**src/rtl/dp_pkg.sv**
```systemverilog
// Shared encodings for the byte-fetch datapath.
// Assumes a 32-bit instruction split into four byte lanes and fixed
// field positions for the register indexes.
package dp_pkg;

    localparam int IR_BYTES = 4;
    localparam int FIELD_W  = 5;
    localparam int RS_LSB   = 21;
    localparam int RT_LSB   = 16;
    localparam int RD_LSB   = 11;

    typedef enum logic [2:0] {
        ALU_AND = 3'b000,
        ALU_OR  = 3'b001,
        ALU_ADD = 3'b010,
        ALU_SUB = 3'b110,
        ALU_SLT = 3'b111
    } alu_op_e;

    typedef enum logic [1:0] {
        OPB_REG  = 2'b00,
        OPB_ONE  = 2'b01,
        OPB_IMM  = 2'b10,
        OPB_IMM4 = 2'b11
    } opb_sel_e;

    typedef enum logic [1:0] {
        PCN_ALU  = 2'b00,
        PCN_OUT  = 2'b01,
        PCN_JMP  = 2'b10,
        PCN_KEEP = 2'b11
    } pc_sel_e;

endpackage

```
**src/rtl/dp_instr_reg.sv**
```systemverilog
// Instruction register built from independent byte lanes.
// Each lane loads the memory byte when its own enable is set.
// Assumes the controller raises one lane enable per fetch cycle.
module dp_instr_reg #(
    parameter int W     = 8,
    parameter int LANES = 4
) (
    input  logic               clk,
    input  logic               rst_n,
    input  logic [LANES-1:0]   lane_we,
    input  logic [W-1:0]       din,
    output logic [LANES*W-1:0] ir_q
);

    for (genvar k = 0; k < LANES; k++) begin : g_lane
        logic [W-1:0] lane_q;

        // Capture one byte lane when its enable is set.
        always_ff @(posedge clk) begin
            if (!rst_n) begin
                lane_q <= '0;
            end else if (lane_we[k]) begin
                lane_q <= din;
            end
        end

        assign ir_q[k*W +: W] = lane_q;
    end

endmodule

```
**src/rtl/dp_regfile.sv**
```systemverilog
// General register file: two combinational read ports, one write port.
// Entry 0 is not stored and reads as zero. Indexes at or above NREGS
// read zero and are never written. Assumes a single clock domain.
module dp_regfile #(
    parameter int W     = 8,
    parameter int NREGS = 8,
    parameter int IDX_W = 5
) (
    input  logic             clk,
    input  logic             rst_n,
    input  logic             we,
    input  logic [IDX_W-1:0] wa,
    input  logic [W-1:0]     wd,
    input  logic [IDX_W-1:0] ra1,
    input  logic [IDX_W-1:0] ra2,
    output logic [W-1:0]     rd1,
    output logic [W-1:0]     rd2
);

    localparam int SEL_W = $clog2(NREGS);

    logic [W-1:0] regs [1:NREGS-1];
    logic         wr_hit;

    // A write is accepted only for a real, non-zero entry.
    always_comb wr_hit = we && (wa != '0) && (int'(wa) < NREGS);

    // Store write data; clear every entry on reset.
    always_ff @(posedge clk) begin
        if (!rst_n) begin
            for (int i = 1; i < NREGS; i++) begin
                regs[i] <= '0;
            end
        end else if (wr_hit) begin
            regs[wa[SEL_W-1:0]] <= wd;
        end
    end

    // Read port 1, zero for entry 0 and absent entries.
    always_comb begin
        if (ra1 != '0 && int'(ra1) < NREGS) rd1 = regs[ra1[SEL_W-1:0]];
        else                               rd1 = '0;
    end

    // Read port 2, same rules as port 1.
    always_comb begin
        if (ra2 != '0 && int'(ra2) < NREGS) rd2 = regs[ra2[SEL_W-1:0]];
        else                               rd2 = '0;
    end

endmodule

```
**src/rtl/dp_alu.sv**
```systemverilog
// Combinational ALU with a zero flag.
// Assumes two's complement operands for the signed compare.
module dp_alu
    import dp_pkg::*;
#(
    parameter int W = 8
) (
    input  logic [W-1:0] a,
    input  logic [W-1:0] b,
    input  logic [2:0]   op,
    output logic [W-1:0] y,
    output logic         zero
);

    // Select the operation result from the control code.
    always_comb begin
        case (alu_op_e'(op))
            ALU_ADD: y = a + b;
            ALU_SUB: y = a - b;
            ALU_AND: y = a & b;
            ALU_OR:  y = a | b;
            ALU_SLT: y = ($signed(a) < $signed(b)) ? W'(1) : '0;
            default: y = '0;
        endcase
    end

    // Flag an all-zero result.
    always_comb zero = (y == '0);

endmodule

```
**src/rtl/bytefetch_datapath.sv**
```systemverilog
// Multicycle datapath with byte-wide instruction fetch.
// Holds the PC, the lane-loaded instruction register, the register
// file, the operand, memory-data and ALU-result latches, and all
// steering muxes. Every select comes from an external controller;
// memory is outside. Assumes DATA_W = 8 with the fixed field layout.
module bytefetch_datapath
    import dp_pkg::*;
#(
    parameter int DATA_W = 8,
    parameter int NREGS  = 8
) (
    input  logic                         clk,
    input  logic                         rst_n,
    input  logic [DATA_W-1:0]            mem_rdata,
    input  logic [IR_BYTES-1:0]          ir_we,
    input  logic                         pc_en,
    input  logic                         rf_we,
    input  logic                         rf_dst_rd,
    input  logic                         rf_src_mdr,
    input  logic                         addr_from_alu,
    input  logic                         opa_from_reg,
    input  logic [1:0]                   opb_sel,
    input  logic [1:0]                   pc_sel,
    input  logic [2:0]                   alu_op,
    output logic [DATA_W-1:0]            mem_addr,
    output logic [DATA_W-1:0]            mem_wdata,
    output logic [IR_BYTES*DATA_W-1:0]   instr,
    output logic                         zero
);

    logic [DATA_W-1:0]  pc_q, a_q, b_q, mdr_q, aluout_q;
    logic [DATA_W-1:0]  rd1, rd2, wr_data, opa, opb, alu_y;
    logic [DATA_W-1:0]  pc_nxt, jmp_addr, imm;
    logic [FIELD_W-1:0] rs_f, rt_f, rd_f, wr_idx;
    logic               alu_zero;

    dp_instr_reg #(.W(DATA_W), .LANES(IR_BYTES)) u_ir (
        .clk     (clk),
        .rst_n   (rst_n),
        .lane_we (ir_we),
        .din     (mem_rdata),
        .ir_q    (instr)
    );

    assign rs_f     = instr[RS_LSB +: FIELD_W];
    assign rt_f     = instr[RT_LSB +: FIELD_W];
    assign rd_f     = instr[RD_LSB +: FIELD_W];
    assign imm      = instr[DATA_W-1:0];
    assign jmp_addr = {instr[DATA_W-3:0], 2'b00};

    // Pick the destination register field.
    always_comb wr_idx = rf_dst_rd ? rd_f : rt_f;

    // Pick the register write data source.
    always_comb wr_data = rf_src_mdr ? mdr_q : aluout_q;

    dp_regfile #(.W(DATA_W), .NREGS(NREGS), .IDX_W(FIELD_W)) u_rf (
        .clk   (clk),
        .rst_n (rst_n),
        .we    (rf_we),
        .wa    (wr_idx),
        .wd    (wr_data),
        .ra1   (rs_f),
        .ra2   (rt_f),
        .rd1   (rd1),
        .rd2   (rd2)
    );

    // Pick the first ALU operand.
    always_comb opa = opa_from_reg ? a_q : pc_q;

    // Pick the second ALU operand.
    always_comb begin
        case (opb_sel_e'(opb_sel))
            OPB_REG: opb = b_q;
            OPB_ONE: opb = DATA_W'(1);
            OPB_IMM: opb = imm;
            default: opb = imm << 2;
        endcase
    end

    dp_alu #(.W(DATA_W)) u_alu (
        .a    (opa),
        .b    (opb),
        .op   (alu_op),
        .y    (alu_y),
        .zero (alu_zero)
    );

    // Pick the next program counter value.
    always_comb begin
        case (pc_sel_e'(pc_sel))
            PCN_ALU: pc_nxt = alu_y;
            PCN_OUT: pc_nxt = aluout_q;
            PCN_JMP: pc_nxt = jmp_addr;
            default: pc_nxt = pc_q;
        endcase
    end

    // Program counter with load enable.
    always_ff @(posedge clk) begin
        if (!rst_n)     pc_q <= '0;
        else if (pc_en) pc_q <= pc_nxt;
    end

    // Free-running operand, memory-data and ALU-result latches.
    always_ff @(posedge clk) begin
        if (!rst_n) begin
            a_q      <= '0;
            b_q      <= '0;
            mdr_q    <= '0;
            aluout_q <= '0;
        end else begin
            a_q      <= rd1;
            b_q      <= rd2;
            mdr_q    <= mem_rdata;
            aluout_q <= alu_y;
        end
    end

    assign mem_addr  = addr_from_alu ? aluout_q : pc_q;
    assign mem_wdata = b_q;
    assign zero      = alu_zero;

endmodule

```
**config.mk**
```make
export PLATFORM = sky130hd
export DESIGN_NAME = bytefetch_datapath
export DESIGN_NICKNAME = d
export VERILOG_FILES = /design/src/rtl/dp_pkg.sv /design/src/rtl/dp_instr_reg.sv /design/src/rtl/dp_regfile.sv /design/src/rtl/dp_alu.sv /design/src/rtl/bytefetch_datapath.sv
export SDC_FILE = /design/constraint.sdc
export NUM_CORES = 1
export LEC_CHECK = 0
export BUFFER_PORTS_ARGS = -buffer_cell sky130_fd_sc_hd__buf_2
export CAP_MARGIN = 25
export CORE_ASPECT_RATIO = 1.5
export CORE_MARGIN = 5
export CORE_UTILIZATION = 49
export DETAILED_ROUTE_END_ITERATION = 8
export GPL_TIMING_DRIVEN = 0
export PLACE_DENSITY = 0.68
export SYNTH_ARGS = -nofsm -noshare
export SYNTH_HDL_FRONTEND = slang
export SYNTH_SLANG_ARGS = --single-unit
```
**constraint.sdc**
```tcl
create_clock -name clk -period 4.59 [get_ports clk]
set_input_delay 0.2295 -clock clk [delete_from_list [all_inputs] [get_ports clk]]
set_output_delay 0.2295 -clock clk [all_outputs]
set_load 0.01 [all_outputs]
```
==> summary.md, run 1 <==
| Metric | Value |
|---|---|
| Reported max-cap violation count | `0` |
| Final count of negative-setup-slack endpoints | `0` |
| Worst setup path category | `primary input to output port` |
| Synth area leader | `edfxtp_1` |
| TritonCTS clock tree | `yes` |
| Synth-to-layout area growth | `16.07%` |
| Flip-flop cell with the highest count after synthesis | `dfxtp_1` |
| Switching power total | `roughly 0.86 mW` |
| Slew at the pin closest to its max-slew limit | `about 0.9 ns` |
| Min-Delay Startpoint | `mem_rdata[5]` |
| Core ar. | `0.01466 mm2` |
| Post-CTS repair timing setup buffer count | `0` |
| Height of the chip | `about 160 um` |
| Via count | `between 5,000 and 6,000` |
| Area used by multi-input combinational logic | `about 0.0037 mm2` |
| Post-synth EDFFs | `64` |
| Top cells by area in the synthesized netlist | `edfxtp_1, dfxtp_1, mux4_2` |
| Number of buffers inserted for hold repair after clock tree synthesis | `0` |
| Share of flip-flops with an asynchronous set or reset after synthesis | `0%` |
| Netlist area before placement | `around 0.0073 mm2` |
| Crit path launch type | `primary input` |
| First element of the critical path | `opb_sel[1]` |
| Initial antenna violation count | `0` |
| Post-route DRC | `0` |
| RSZ-0062 raised after global routing | `no` |
| Setup TNS | `0 ns` |
| Yosys reg bits | `~140` |
| Die Width | `110.0 um` |
| Portion of total power attributed to combinational logic | `about 15%` |
| Initial Util | `around half` |
| Register cell area after layout | `about 0.0034 mm2` |
| Global-route wire length before repair | `~31,000 um` |
| Sequence of cells on the critical path | `clkbuf_1 -> and2_1 -> clkbuf_1 -> nand2_1 -> o21ai_0 -> ha_1 -> nor2_1 -> a221o_2 -> a22oi_2 -> xnor2_1 -> o21ai_2 -> or4b_1 -> nor4_2 -> buf_2` |
| Post-Route WL | `just under 20,000 um` |
| CTS Root Cell | `clkbuf_16` |
| Internal power | `2.321 mW` |
| Number of buffers added on ports | `64` |
| Final Wtd Congestion | `around 0.86` |
| Max-Slew Margin vs Limit | `roughly two fifths` |
| Final layout net count | `808` |
| Top-count cell post-synth | `nor2_1` |
| Number of core rows | `54` |
| Family of cells with the greatest summed delay on the critical path | `simple AND/OR/NAND/NOR gates` |
| Count of different cell masters after synthesis | `71` |
| Count of synthesis-stage warnings from yosys | `0` |
| Seq pwr share | `a little over two fifths` |
| Slowest library cell on the worst path | `clkbuf_1` |
| Largest net degree at the start of global routing | `17` |
| Io pins | `between 70 and 80` |
| Period utilisation layout | `roughly 87%` |
| Final instance count without filler cells | `just under 1,000` |
| Combined buffer and inverter count along the critical path | `3` |
| Number of cells after detailed placement | `about 930` |
| Global-route usage over all layers | `between 20% and 30%` |
| Least setup slack across all paths after layout | `~0.59 ns` |
| Clock slew seen by the registers of the worst setup and hold paths | `around 0.06 ns` |
| TritonCTS sink count | `approximately 140` |
| Clock latency reported for the late side of the worst-skew pair | `~0.42 ns` |
| GRT overflow | `0` |
| Post-CTS sizing | `0` |
| Mean area per synthesized cell | `about 11 um2` |
| Share of final-layout standard cells stronger than drive strength 1 | `22.75%` |
| Share of the synthesized area in the top cell type | `roughly a quarter` |
| Result of the run | `complete, no violations` |
| Most frequent cell on the critical path | `clkbuf_1` |
| DR pass1 iterations | `4` |
| Share of total power in the clock network | `41.9%` |
| CTS buffer count | `17` |
| Average vias per placed instance | `about 5.6` |
| Worst min-delay path class | `primary input to flop` |
| Violation count after the first detailed-route iteration | `between 300 and 400` |
| H-tree depth reported by CTS | `4` |
| Worst voltage drop across the vdd grid | `0.2463 mV` |
| CP Data Required Time | `4.36 ns` |
| Final period demand of the worst path | `between 4 and 5 ns` |
| Maximum buffer depth of the clock tree | `2` |
| Ant diodes | `0` |
| Pins over their slew limit | `0` |
| Vias in the first global route | `approximately 5,600` |
| Clock Skews | `~0.012 ns` |
| Beginning of the worst register-to-register path | `u_ir.g_lane[0].lane_q[0]` |
| Area of the die | `between 0.015 and 0.02 mm2` |
| Dpl hpwl | `15,770 um` |
| Post-Place Worst Slack | `0.6320 ns` |
| Leakage | `3.461 nW` |
| Maximum clock rate | `0.2498 GHz` |
| Sw Ratio | `between 20 and 30%` |
| Kind of end point of the critical path | `output port` |
| Crit path max fanout | `10` |
| Power per Cell Area | `about 370 mW/mm2` |
| Arrival time at the worst endpoint | `between 3 and 4 ns` |
| Routed wirelength normalized by instance count | `a little over 20 um` |
| Final Util | `between 50% and 60%` |
| Synthesized instance count | `661` |
| Number of nets still failing antenna checks after routing | `0` |
| Design Power | `~3.2 mW` |
| Register-to-Register Setup Slack | `around 1.5 ns` |
| Seq/Total Area, Yosys | `about 46%` |
| Filler cell count in the final layout | `~1,300` |
| Hold Vio Cnt, Final | `0` |
| Synth top cells by count | `nor2_1, dfxtp_1, mux2i_1` |
| Delay of the slowest critical-path stage | `around 0.57 ns` |
## layout make-up
type / count / share of cell area [%]
plain buffers: 38 / 2.099
clock buffers: 18 / 5.285
clock inverters: 14 / 1.556
inverters: 39 / 1.718
multi-input cells: 455 / 43.19
flip-flops and latches: 136 / 39.46
well taps: 196 / 2.877
repair buffers: 65 / 3.817
## worst reg2reg max path, stage by stage, from the launching register on
cell and delay, ns:
dfxtp_1 0.46, nand2b_1 0.16, a21oi_1 0.26, ha_1 0.25, inv_1 0.07, fa_1 0.38, nor2b_1 0.12, o21ai_1 0.10
o31ai_1 0.41, o221ai_1 0.19, nor2_2 0.25, a211oi_2 0.10, a31o_1 0.20
## cells by family after synthesis
family | count (synthesis) | synth area share (%)
buffers and inverters | 77 | 4.430
AOI/OAI and AO/OA | 72 | 7.429
xor gates and xnor gates | 3 | 0.3579
adders and majority gates | 29 | 5.146
other | 1 | 0.05107
muxes | 118 | 21.81
DFF | 136 | 45.80
and+or+nand+nor | 225 | 14.98
## placed cells by master (no fill, tap or decap), drive strengths merged, types with 4 or more instances in the layout
master  instances
nor2           94
buf            80
dfxtp          72
mux2i          70
edfxtp         64
inv            47
clkbuf         41
nor2b          40
nand2          34
mux4           32
ha             27
o21ai          19
mux2           16
and2           14
a21oi          13
nor3            9
nand2b          8
nand3           8
conb            8
a221oi          6
a22oi           5
a211oi          4
clkinv          4
## sequential cells by signal, indices dropped and copies added (netlist names)
name and flops:
aluout_q 8, a_q 8, pc_q 8, mem_wdata 8, mdr_q 8, u_ir.g_lane.lane_q 32, u_rf.regs 64
## worst paths after layout
path | endpoint | cells past startpoint
max | zero | 14
min | mdr_q[5] | 2
max reg2reg | pc_q[6] | 12
min reg2reg | u_ir.g_lane[3].lane_q[7] | 2
## per-layer routing
layer / track usage, % / routed length (um) / vias up
li1: - / - / 2538
met1: 24.08 / 6879 / 2617
met2: 43.73 / 11080 / 152
met3: 3.595 / 704 / 52
met4: 11.40 / 872 / 0
met5: 0 / 0 / -
## power by group through the flow
stage,Clock [mW],Combinational [mW],Sequential (mW)
after floorplan,0,0.325,1.39
after global placement,0,0.461,1.39
after detailed placement,0,0.474,1.40
after CTS,1.34,0.476,1.37
after global routing,1.42,0.517,1.38
final,1.33,0.476,1.37
## through the flow
stage | hold slack, ns | instance area, um2
2_1_floorplan | 0.3512 | 7370
3_3_place_gp | 0.4954 | 7935
3_5_place_dp | 0.5015 | 7940
4_1_cts | 0.1221 | 8523
5_1_grt | 0.1334 | 8523
6_report | 0.1385 | 8523
(Power assumes the default switching activity.)
==> inputs of run 2 (changes only) <==
REMOVE_ABC_BUFFERS = 1   (was not set)
TNS_END_PERCENT = 5   (was not set)
clock period = 4.3 ns   (was 4.59 ns; I/O delays follow)
==> run 2 against run 1 <==
Final area grew 0.31%. Non-clock buffer count shrank 24. Routed wire length is 3.0% lower. Clock skew fell by 0.0026 ns. Clock power grew 20%. Global-route usage is 0.77 points lower. Critical path depth shrank 2. Total power grew 12%. Die area did not move. Largest cell class unchanged. Largest power group is now the clock network.
==> summary.md, run 2 (same netlist as run 1, synthesis figures left out) <==
| Metric | Value |
|---|---|
| Worst voltage drop across the vdd grid | `~0.3 mV` |
| End point of the worst hold path | `mdr_q[6]` |
| Number of nets still failing antenna checks after routing | `0` |
| Setup TNS | `0 ns` |
| Worst reg2reg path depth | `10` |
| Global-route usage over all layers | `approximately 22%` |
| Via count | `roughly 5,300` |
| Slew at the pin closest to its max-slew limit | `~1 ns` |
| Most flop-heavy register | `u_rf.regs` |
| CTS buffer count | `17` |
| Family of cells with the greatest summed delay on the critical path | `compound AO/OA/AOI/OAI gates` |
| Final period demand of the worst path | `4.058 ns` |
| Routed wirelength normalized by instance count | `between 20 and 25 um` |
| Post-CTS sizing | `0` |
| Most common cell after layout, fill and taps aside | `nor2_1` |
| Delay of the slowest critical-path stage | `around 0.54 ns` |
| Dpl hpwl | `about 14,000 um` |
| Sequence of cells on the critical path | `nand2b_1 -> a21oi_1 -> ha_1 -> inv_1 -> fa_1 -> a221o_2 -> a22oi_2 -> xnor2_1 -> o21ai_2 -> or4b_1 -> nor4_2 -> buf_2` |
| Period utilisation layout | `between 90% and 100%` |
| Kind of end point of the critical path | `output port` |
| Pins over their slew limit | `0` |
| Post-Route WL | `between 15,000 and 20,000 um` |
| Post-route DRC | `0` |
| GRT overflow | `0` |
| Height of the chip | `159.9 um` |
| Io pins | `76` |
| Register-to-Register Setup Slack | `about 1.2 ns` |
| Maximum clock rate | `around 0.25 GHz` |
| Initial antenna violation count | `0` |
| Worst Hold Depth | `2` |
| Vias in the first global route | `5,605` |
| Number of flip-flops in the largest register | `64` |
| CTS Root Cell | `clkbuf_16` |
| Post-CTS repair timing setup buffer count | `0` |
| Beginning of the worst register-to-register path | `u_ir.g_lane[0].lane_q[1]` |
| Violation count after the first detailed-route iteration | `364` |
| Die Width | `approximately 110 um` |
| DR pass1 iterations | `5` |
| Clock latency reported for the late side of the worst-skew pair | `0.42 ns` |
| Result of the run | `complete, no violations` |
| Average vias per placed instance | `5.671` |
| Clock Skews | `roughly 0.009 ns` |
| Hold Vio Cnt, Final | `0` |
| Core ar. | `between 0.01 and 0.015 mm2` |
| Most used cells in the layout excluding fill and tap cells | `nor2_1, buf_2, dfxtp_1` |
| Clock slew seen by the registers of the worst setup and hold paths | `0.06 ns` |
| Arrival time at the worst endpoint | `3.84 ns` |
| Number of buffers inserted for hold repair after clock tree synthesis | `0` |
| Number of buffers added on ports | `between 70 and 80` |
| Crit path launch type | `flop` |
| Slowest library cell on the worst path | `dfxtp_1` |
| Crit path max fanout | `5` |
| Synth-to-layout area growth | `16.43%` |
| Ant diodes | `0` |
| Leakage | `3.474 nW` |
| Min-Delay Startpoint | `mem_rdata[6]` |
| Combined buffer and inverter count along the critical path | `2` |
| Reported max-cap violation count | `0` |
| Worst min-delay path class | `primary input to flop` |
| Final count of negative-setup-slack endpoints | `0` |
| TritonCTS sink count | `~140` |
| Number of core rows | `54` |
| Area of the die | `0.01759 mm2` |
| RSZ-0062 raised after global routing | `no` |
| Final layout net count | `between 700 and 800` |
| Largest regs | `u_rf.regs x64, u_ir.g_lane.lane_q x32` |
| H-tree depth reported by CTS | `4` |
| Power per Cell Area | `between 400 and 500 mW/mm2` |
| Share of final-layout standard cells stronger than drive strength 1 | `approximately a quarter` |
| Maximum buffer depth of the clock tree | `2` |
| Global-route wire length before repair | `just under 30,000 um` |
| Final Wtd Congestion | `approximately 0.94` |
| RR Endpoint | `pc_q[7]` |
| TritonCTS clock tree | `yes` |
| CP Data Required Time | `approximately 4.1 ns` |
| Initial Util | `between 50% and 60%` |
| Max-Slew Margin vs Limit | `33.03%` |
| Worst setup path category | `flop to output port` |
| Final Util | `58.31%` |
| Largest net degree at the start of global routing | `70` |
==> run 2: cell count changes in the layout (fill, tap and decap cells not counted), moves of 2 or more <==
cell       change
inv_4          -2
clkinv_2       -2
buf_2          +5
clkbuf_1      -20
bufinv_16      +4
buf_1          -6
buf_16         +3
buf_6          -2
==> run 2: metal layers <==
layer,global-route usage (%),up-vias,part of all wire (%),wire [um]
li1,-,2482,-,-
met2,41.38,178,55,10520
met4,11.12,0,4.4,840
met1,24.02,2598,36,6763
met5,0,-,0,0
met3,3.595,56,4.4,837
==> run 2: per-stage QoR <==
step                      instance area (um2)  hold slack [ns]  power (mW)  worst slack, ns  cells
after global placement                   7811           0.4844       1.960           0.7536    901
after floorplan                          7191           0.3367       1.797            1.227    630
after CTS                                8522           0.1211       3.574           0.2418    936
final                                    8549           0.1276       3.561           0.2420    937
after detailed placement                 7871           0.5010       1.990           0.7031    904
after global routing                     8549           0.1311       3.693          0.09858    937
==> run 2: area by class of cell <==
type	count	area [um2]
Fill cell	1270	6112
Clock inverter	13	217.7
Timing Repair Buffer	79	462.9
Sequential cell	136	3363
Clock buffer	19	432.9
Multi-Input combinational cell	455	3681
Inverter	39	146.4
Tap cell	196	245.2
==> run 2: report_power, final <==
part,switching (mW),internal [mW]
registers,0.0588,1.42
clock network,0.556,1.04
logic,0.273,0.216
total,0.888,2.67
==> run 2: worst max-delay path by stage <==
stage | endpoint | startpoint | depth (start not counted)
6_report | zero | u_ir.g_lane[0].lane_q[0] | 12
5_1_grt | zero | u_ir.g_lane[0].lane_q[0] | 12
4_1_cts | zero | u_ir.g_lane[0].lane_q[0] | 12
3_5_place_dp | zero | opa_from_reg | 13
3_3_place_gp | zero | opa_from_reg | 13
2_1_floorplan | zero | u_ir.g_lane[0].lane_q[0] | 11
==> inputs of run 3 (changes only) <==
CORE_ASPECT_RATIO = not set   (was 1.5)
TNS_END_PERCENT = 1   (was 5)
==> run 3 against run 2 <==
Via count fell by 2.0%. Global-route usage fell by 2.0 points. Cell count is 1.4% lower. Highest routed layer unchanged. Fmax grew 3.1%. Critical endpoint unchanged. Core utilization decreased by 1.0 points. Sequential share of layout area up 0.74 points. Hold slack lost 0.013 ns. Largest power group is now sequential cells.
==> summary.md, run 3 (same netlist as run 1, synthesis figures left out) <==
| Metric | Value |
|---|---|
| Result of the run | `complete, no violations` |
| Global-route wire length before repair | `28,320 um` |
| Kind of end point of the critical path | `output port` |
| Post-Place Worst Slack | `roughly 0.73 ns` |
| Post-CTS repair timing setup buffer count | `0` |
| Clock latency reported for the late side of the worst-skew pair | `a little over 0.4 ns` |
| Height of the chip | `between 100 and 150 um` |
| Synth-to-layout area growth | `14.26%` |
| Worst min-delay path class | `primary input to flop` |
| Share of final-layout standard cells stronger than drive strength 1 | `between 20% and 30%` |
| Clock Skews | `0.007167 ns` |
| End point of the worst hold path | `mdr_q[7]` |
| Core ar. | `~0.015 mm2` |
| Setup TNS | `0 ns` |
| CTS buffer count | `17` |
| Min-Delay Startpoint | `mem_rdata[7]` |
| RSZ-0062 raised after global routing | `no` |
| TritonCTS sink count | `between 100 and 150` |
| GRT overflow | `0` |
| Arrival time at the worst endpoint | `3.72 ns` |
| Reported max-cap violation count | `0` |
| Ant diodes | `0` |
| CP Data Required Time | `4.09 ns` |
| Maximum clock rate | `0.2541 GHz` |
| Number of buffers inserted for hold repair after clock tree synthesis | `0` |
| Pins over their slew limit | `0` |
| Io pins | `76` |
| Worst voltage drop across the vdd grid | `between 0.3 and 0.4 mV` |
| Violation count after the first detailed-route iteration | `429` |
| Final Wtd Congestion | `roughly 0.89` |
| Max-Slew Margin vs Limit | `about 29%` |
| Number of cells after detailed placement | `892` |
| Routed wirelength normalized by instance count | `19.33 um` |
| Vias in the first global route | `~5,400` |
| Final period demand of the worst path | `a little under 4 ns` |
| Slew at the pin closest to its max-slew limit | `between 1 and 1.5 ns` |
| Number of flip-flops in the largest register | `between 60 and 70` |
| Crit path max fanout | `5` |
| Least setup slack across all paths after layout | `0.3642 ns` |
| CTS Root Cell | `clkbuf_16` |
| Number of nets still failing antenna checks after routing | `0` |
| Most flop-heavy register | `u_rf.regs` |
| Via count | `5,206` |
| TritonCTS clock tree | `yes` |
| Number of buffers added on ports | `75` |
| Initial antenna violation count | `0` |
| H-tree depth reported by CTS | `4` |
| Average vias per placed instance | `~5.6` |
| DR pass1 iterations | `5` |
| Initial Util | `50.15%` |
| Worst Hold Depth | `2` |
| Largest regs | `u_rf.regs x64, u_ir.g_lane.lane_q x32` |
| Crit path launch type | `flop` |
| Power per Cell Area | `391.9 mW/mm2` |
| Final count of negative-setup-slack endpoints | `0` |
| Worst setup path category | `flop to output port` |
| Leakage | `3.423 nW` |
| Clock slew seen by the registers of the worst setup and hold paths | `0.05 ns` |
| Dpl hpwl | `13,700 um` |
| Worst reg2reg path depth | `11` |
| Beginning of the worst register-to-register path | `u_ir.g_lane[0].lane_q[0]` |
| Hold Vio Cnt, Final | `0` |
| Die Width | `132.4 um` |
| Final instance count without filler cells | `924` |
| Number of core rows | `44` |
| Period utilisation layout | `91.53%` |
| Global-route usage over all layers | `20.52%` |
| Most used cells in the layout excluding fill and tap cells | `nor2_1, buf_2, dfxtp_1` |
| Final layout net count | `between 700 and 800` |
| Post-route DRC | `0` |
| Maximum buffer depth of the clock tree | `2` |
| Most common cell after layout, fill and taps aside | `nor2_1` |
| Largest net degree at the start of global routing | `70` |
| RR Endpoint | `pc_q[6]` |
| Register-to-Register Setup Slack | `between 1 and 1.5 ns` |
| Post-CTS sizing | `0` |
| Post-Route WL | `around 18,000 um` |
| Area of the die | `around 0.018 mm2` |
[run 3: changes by cell type in the layout (fill, tap and decap cells not counted), sizes merged]
| cell | before | now |
|---|---|---|
| clkinv | 2 | 5 |
| inv | 43 | 41 |
| clkbuf | 19 | 23 |
| buf | 79 | 78 |
| clkinvlp | 2 | 1 |
| bufinv | 5 | 1 |
[run 3: worst max path at each step]
stage,start,endpoint,depth (start not counted)
3_3_place_gp,opa_from_reg,zero,13
3_5_place_dp,opb_sel[1],zero,13
6_report,u_ir.g_lane[0].lane_q[0],zero,12
2_1_floorplan,u_ir.g_lane[0].lane_q[0],zero,11
4_1_cts,u_ir.g_lane[0].lane_q[0],zero,12
5_1_grt,u_ir.g_lane[0].lane_q[0],zero,12
[run 3: worst max-delay path: stages (launching register included)]
cell and delay [ns]:
dfxtp_1 0.45, nand2b_1 0.09, a21oi_1 0.27, ha_1 0.23
inv_1 0.06, fa_1 0.40, a221o_2 0.40, a22oi_2 0.20
xnor2_1 0.15, o21ai_2 0.11, or4b_1 0.50, nor4_2 0.27
buf_2 0.18
[run 3: metal layers]
layer | share of wire (%) | GRT usage (%) | routed length [um]
met1 | 42 | 24.94 | 7534
met2 | 52 | 36.39 | 9271
met3 | 4.0 | 4.214 | 717
met4 | 1.9 | 6.928 | 335
met5 | 0 | 0 | 0
[run 3: report_power, final]
| group | leakage, nW | internal (mW) | total (mW) | switching [mW] |
|---|---|---|---|---|
| clock | 0.275 | 0.826 | 1.33 | 0.505 |
| sequential | 1.25 | 1.42 | 1.48 | 0.0597 |
| combinational | 1.90 | 0.211 | 0.476 | 0.265 |
[run 3: cell type report]
cell class | instances | area [um2]
tap | 184 | 230.2
inverter | 39 | 146.4
clock inverter | 9 | 75.07
sequential | 136 | 3363
timing repair buffer | 78 | 422.9
clock buffer | 23 | 471.7
multi-input combinational | 455 | 3681
fill | 1258 | 6254
[run 3: metrics by stage]
stage	area (um2)	util (%)	total power, mW	hold WS, ns
after floorplan	7191	-	1.797	0.3367
after global placement	7796	53.24	1.960	0.4865
after detailed placement	7844	53.56	1.981	0.5006
after CTS	8391	57.30	3.310	0.09919
after global routing	8391	57.30	3.417	0.1282
final	8391	57.30	3.288	0.1145
